<file path="src/rtl/fbs_pkg.sv">
package fbs_pkg;
  typedef enum logic [1:0] {
    SLOT_HOLD = 2'b00,
    SLOT_INC  = 2'b01,
    SLOT_DEC  = 2'b10,
    SLOT_BOTH = 2'b11
  } slot_op_e;

  function automatic slot_op_e slot_op(input logic inc, input logic dec);
    return slot_op_e'({dec, inc});
  endfunction
endpackage

</file>
<file path="src/rtl/fbs_slot.sv">
module fbs_slot
  import fbs_pkg::*;
#(
  parameter int CW = 3,
  parameter int SW = 8
) (
  input  logic          clk,
  input  logic          rst_n,
  input  logic          inc,
  input  logic          dec,
  input  logic [SW-1:0] seq,
  output logic [CW-1:0] cnt,
  output logic          loaded,
  output logic [SW-1:0] stamp,
  output logic          underflow
);
  localparam logic [CW-1:0] CMAX = {CW{1'b1}};

  function automatic logic [CW-1:0] sat_step(input logic [CW-1:0] c, input slot_op_e op);
    unique case (op)
      SLOT_INC: return (c == CMAX) ? c : c + 1'b1;
      SLOT_DEC: return (c == '0) ? c : c - 1'b1;
      default:  return c;
    endcase
  endfunction

  slot_op_e op;
  assign op        = slot_op(inc, dec);
  assign underflow = (op == SLOT_DEC) && (cnt == '0);

  always_ff @(posedge clk) begin
    if (!rst_n) begin
      cnt    <= '0;
      loaded <= 1'b0;
      stamp  <= '0;
    end else begin
      cnt <= sat_step(cnt, op);
      if (inc) begin
        loaded <= 1'b1;
        stamp  <= seq;
      end
    end
  end
endmodule

</file>
<file path="src/rtl/fbs_argmin.sv">
module fbs_argmin #(
  parameter int NF    = 4,
  parameter int CW    = 3,
  parameter int SW    = 8,
  parameter int IDX_W = 2
) (
  input  logic [NF*CW-1:0] cnt_flat,
  input  logic [NF-1:0]    loaded,
  input  logic [NF*SW-1:0] stamp_flat,
  input  logic [SW-1:0]    seq,
  output logic [IDX_W-1:0] best_idx
);
  localparam int KW = CW + SW + 1;

  // Lower key wins: counter first, then age rank (never-loaded ranks lowest).
  function automatic logic [KW-1:0] rank_key(input logic [CW-1:0] c, input logic ld,
                                             input logic [SW-1:0] st, input logic [SW-1:0] now);
    logic [SW-1:0] elapsed;
    elapsed = now - st;
    return ld ? {c, 1'b1, ~elapsed} : {c, 1'b0, {SW{1'b0}}};
  endfunction

  logic [KW-1:0] key [NF];

  for (genvar g = 0; g < NF; g++) begin : g_key
    assign key[g] = rank_key(cnt_flat[g*CW +: CW], loaded[g], stamp_flat[g*SW +: SW], seq);
  end

  always_comb begin
    logic [KW-1:0] best_key;
    best_idx = '0;
    best_key = key[0];
    for (int i = 1; i < NF; i++) begin
      if (key[i] < best_key) begin
        best_idx = IDX_W'(i);
        best_key = key[i];
      end
    end
  end
endmodule

</file>
<file path="src/rtl/frame_balance_sel.sv">
module frame_balance_sel #(
  parameter int NF    = 4,
  parameter int CW    = 3,
  parameter int SW    = 8,
  parameter int IDX_W = $clog2(NF)
) (
  input  logic             clk,
  input  logic             rst_n,
  input  logic             assoc_vld,
  input  logic [IDX_W-1:0] assoc_idx,
  input  logic             rel_vld,
  input  logic [IDX_W-1:0] rel_idx,
  input  logic             vic_req,
  output logic             vic_vld,
  output logic [IDX_W-1:0] vic_idx,
  output logic             rel_err
);
  logic [SW-1:0]    seq_q;
  logic [NF-1:0]    inc_evt, dec_evt, under;
  logic [NF-1:0]    loaded;
  logic [NF*CW-1:0] cnt_flat;
  logic [NF*SW-1:0] stamp_flat;

  for (genvar g = 0; g < NF; g++) begin : g_slot
    assign inc_evt[g] = assoc_vld && (assoc_idx == IDX_W'(g));
    assign dec_evt[g] = rel_vld   && (rel_idx   == IDX_W'(g));

    fbs_slot #(.CW(CW), .SW(SW)) u_slot (
      .clk      (clk),
      .rst_n    (rst_n),
      .inc      (inc_evt[g]),
      .dec      (dec_evt[g]),
      .seq      (seq_q),
      .cnt      (cnt_flat[g*CW +: CW]),
      .loaded   (loaded[g]),
      .stamp    (stamp_flat[g*SW +: SW]),
      .underflow(under[g])
    );
  end

  always_ff @(posedge clk) begin
    if (!rst_n) begin
      seq_q   <= '0;
      rel_err <= 1'b0;
      vic_vld <= 1'b0;
    end else begin
      if (assoc_vld) seq_q <= seq_q + 1'b1;
      rel_err <= |under;
      vic_vld <= vic_req;
    end
  end

  fbs_argmin #(.NF(NF), .CW(CW), .SW(SW), .IDX_W(IDX_W)) u_argmin (
    .cnt_flat  (cnt_flat),
    .loaded    (loaded),
    .stamp_flat(stamp_flat),
    .seq       (seq_q),
    .best_idx  (vic_idx)
  );
endmodule

</file>
<file path="config.mk">
export PLATFORM = sky130hd
export DESIGN_NAME = frame_balance_sel
export DESIGN_NICKNAME = d
export VERILOG_FILES = /design/src/rtl/fbs_pkg.sv /design/src/rtl/fbs_slot.sv /design/src/rtl/fbs_argmin.sv /design/src/rtl/frame_balance_sel.sv
export SDC_FILE = /design/constraint.sdc
export NUM_CORES = 1
export LEC_CHECK = 0
export ABC_AREA = 1
export BUFFER_PORTS_ARGS = -buffer_cell sky130_fd_sc_hd__buf_2
export CORE_UTILIZATION = 25
export CTS_CLUSTER_DIAMETER = 100
export DETAILED_ROUTE_END_ITERATION = 10
export PLACE_DENSITY = 0.36
export SLEW_MARGIN = 20
export SYNTH_ARGS = -nofsm -noshare
export SYNTH_HDL_FRONTEND = slang
export SYNTH_SLANG_ARGS = --single-unit
</file>
<file path="constraint.sdc">
create_clock -name clk -period 14.5 [get_ports clk]
set_clock_uncertainty 0.15 [all_clocks]
set_input_delay 2.175 -clock clk [delete_from_list [all_inputs] [get_ports clk]]
set_output_delay 2.175 -clock clk [all_outputs]
set_load 0.01 [all_outputs]
</file>
==> results.md <==
- Post-CTS Setup Inserts: 0
- Critical Path Fanout Max: 25
- Post-synth net total: 743
- Num rows: 49
- Final Util: 29.1%
- Starting Density: 25.5%
- Unique masters post-synth: 27
- Critical path endpoint: vic_idx[1]
- Post-layout min period: 8.53 ns
- Synth Area in XOR/XNOR: 2.85%
- CTS tree: done
- Gpl congestion: 0.783
- Clk Latency, worst-skew pair: 0.34 ns
- Post-synth EDFFs: 0
- RSZ-0062 raised after global routing: false
- Pwr dens: 118 mW/mm^2
- Most frequent cells in the layout: inv_1 (114), nand2_1 (100), a21oi_1 (92), o21ai_0 (78), ha_1 (70)
- CTS max path bufs: 2
- H-Tree Depth: 3
- Maxcap violations: 0
- Top-area cell type share of the netlist area: 25.2%
- Final ANT Viol Nets: 0
- Reg2reg start: seq_q[1]$_SDFFE_PN0P_
- Static Leak: 2.36 nW
- First-pass GRT wire length: 21400 um
- Critical path's slowest cell: dfxtp_1
- Area contributors post-synth: dfxtp_1 (25%), ha_1 (19%), a21oi_1 (10%)
- Worst path depth: 36
- Most frequent CP cell: a21oi_1
- Root Driver: clkbuf_16
- Slowest stage delay, CP: 0.53 ns
- Arrival @ worst endpoint: 6.21 ns
- Drt pass-1 iters: 4
- Chip width: 138 um
- Setup violations, final: 0
- Fill cells: 2007
- Final Hold Violating Endpoints: 0
- CTS sink cnt: 58
- 1st-iter DRT viols: 236
- Gate power share: 35.6%
- Num CTS Buffers: 9
- WP data required: 12.18 ns
- I/O pin total: 13
- Clock transition at the registers of the reported paths: 0.06 ns
- Hpwl dp: 10200 um
- Post-route setup TNS: 0 ns
- Residual DRC: 0
- Commonest non-fill, non-tap cell in the layout: inv_1
- Die H: 138 um
- R2R Path End: seq_q[7]$_SDFFE_PN0P_
- Fin crit share: 58.8%
- P_int: 0.000393 W
- Setup crit end kind: primary output
- CTS Hold Bufs: 0
- Seq/Total Area, Yosys: 25.2%
- Routed vias: 4085
- R2R setup slack: 12.18 ns
- Yosys reg bits: 58
- Avg Inst Size Synth: 7.02 sq um
- Pin count of the biggest net entering global routing: 52
- Wirelength, routed: 12900 um
- Antenna Cells: 0
- Vias per cell: 4.52
- Synth Area in Adders: 22.5%
- Worst Max-Slew Pin Slew: 0.884 ns
- Sequential Power Share: 28.5%
- Min-delay worst type: reg -> reg
- Largest family of logic cells by synthesized area: adder cells
- Commonest register cell after synthesis: dfxtp_1
- Mapped Cells: 656
- Setup crit start: seq_q[2]$_SDFFE_PN0P_
- Dpl ws: 6.41 ns
- Core ar.: 0.0180 sq mm
- Crit path max-delay family: compound AO/OA/AOI/OAI gates
- Initial antenna violation count: 0
- Synth-to-Final Area Change: 13.9%
- Share of layout cells above drive strength 1: 6.82%
- Total power: 0.000617 W
- Net Sw Frac: 36.2%
- Post-CTS Resized: 0
- Switching pwr: 0.000224 W
- Maximum clock frequency: 0.117 GHz
- Post-synth ARST share: 0%
- Clock Power Share: 35.9%
- CP Buf/Inv Count: 4
- Nets@finish: 757
- Vias in the first global route: 4095
- CP Class: reg -> out
- Die area: 0.0190 sq mm
- Max-Slew Margin vs Limit: 41.0%
- Grt ovf: 0
- WL/cell: 14.3 um
- Mux cell area share after synthesis: 0%
- Total global-route track usage: 15.2%
- Mapped Area: 0.00460 sq mm
- Hold path start: g_slot[3].u_slot.cnt[2]$_SDFFE_PN0P_
- Worst Reg-to-Reg Cells: 8
- CP Launch Type: register
- Area fraction in compound gates after synthesis: 20.5%
- Count of final max-slew check failures: 0
- VDD IR max: 53.9 uV
- Post-Synth Simple-Gate Area: 18.5%
- Yosys warning total: 0
- Count of input and output buffers: 12
- Area leader, netlist: dfxtp_1
- Status: finished clean
- Post-route setup slack: 5.97 ns
[Yosys cell counts, types with 2 or more instances]
cell type and number:
clkbuf_1 12, o21ai_0 78, or2_2 7, a41oi_1 3, xor2_1 14, nand2_2 3, o21bai_1 2, dfxtp_1 58
o221a_2 2, nor3_1 19, ha_1 70, inv_1 114, nand2_1 100, nand3_1 15, nand2_4 2, fa_1 8
a211oi_1 2, nor3b_1 2, a21oi_1 92, nor2_1 40, nor4_1 4, nand4_1 4
[routing by layer]
metal | GRT usage [%] | vias to the layer above | wire [um]
li1 | - | 2203 | -
met1 | 21.1 | 1835 | 6740
met2 | 23.6 | 39 | 5550
met3 | 2.65 | 8 | 449
met4 | 4.95 | 0 | 155
met5 | 0 | - | 0
[tightest hold or removal path, stage by stage (launching register included)]
cell and delay [ns]:
dfxtp_1 0.33, inv_1 0.07, a21oi_1 0.06
[power by group through the flow]
stage          sequential [W]  clock (W)  combinational [W]
3_5_place_dp         0.000179          0           0.000221
2_1_floorplan        0.000177          0           0.000167
6_report             0.000176   0.000221           0.000220
4_1_cts              0.000176   0.000231           0.000223
5_1_grt              0.000177   0.000237           0.000257
3_3_place_gp         0.000179          0           0.000221
[cell families (layout without fill, tap and decap cells)]
family,count (synthesis),in the layout
compound gates,181,181
xor+xnor,15,15
fa+ha+maj,78,78
buf+inv,127,145
flops,58,58
simple gates,197,197
[per-stage QoR]
stage | std cells | cell area (sq um) | hold slack (ns)
after floorplan | 656 | 4600 | 0.319
after global placement | 888 | 4940 | 0.353
after detailed placement | 888 | 4940 | 0.367
after CTS | 903 | 5240 | 0.374
after global routing | 903 | 5240 | 0.416
final | 903 | 5240 | 0.362
[how the worst min path moves through the flow]
| stage | end | slack [ns] | cells past startpoint |
|---|---|---|---|
| final | g_slot[3].u_slot.cnt[2]$_SDFFE_PN0P_ | 0.36 | 2 |
| after global routing | g_slot[3].u_slot.cnt[2]$_SDFFE_PN0P_ | 0.42 | 2 |
| after CTS | g_slot[3].u_slot.cnt[2]$_SDFFE_PN0P_ | 0.37 | 2 |
| after detailed placement | g_slot[3].u_slot.cnt[2]$_SDFFE_PN0P_ | 0.37 | 2 |
| after global placement | g_slot[3].u_slot.cnt[2]$_SDFFE_PN0P_ | 0.35 | 2 |
| after floorplan | g_slot[3].u_slot.cnt[2]$_SDFFE_PN0P_ | 0.32 | 2 |
[cell type report]
cell class                 instances  area [sq um]  share of cell area, %
multi-input combinational        471          2970                   56.7
sequential                        58          1160                   22.1
inverter                         114           428                   8.16
clock inverter                     2          35.0                  0.668
clock buffer                      13           270                   5.15
timing repair buffer              16          90.1                   1.72
tap                              229           287                   5.46
[registers in the layout, summed over array words and instances, names as in the netlist]
name                  flops
vic_vld                   1
rel_err                   1
g_slot.u_slot.loaded      4
seq_q                     8
g_slot.u_slot.cnt        12
g_slot.u_slot.stamp      32
(Power assumes the default switching activity.)
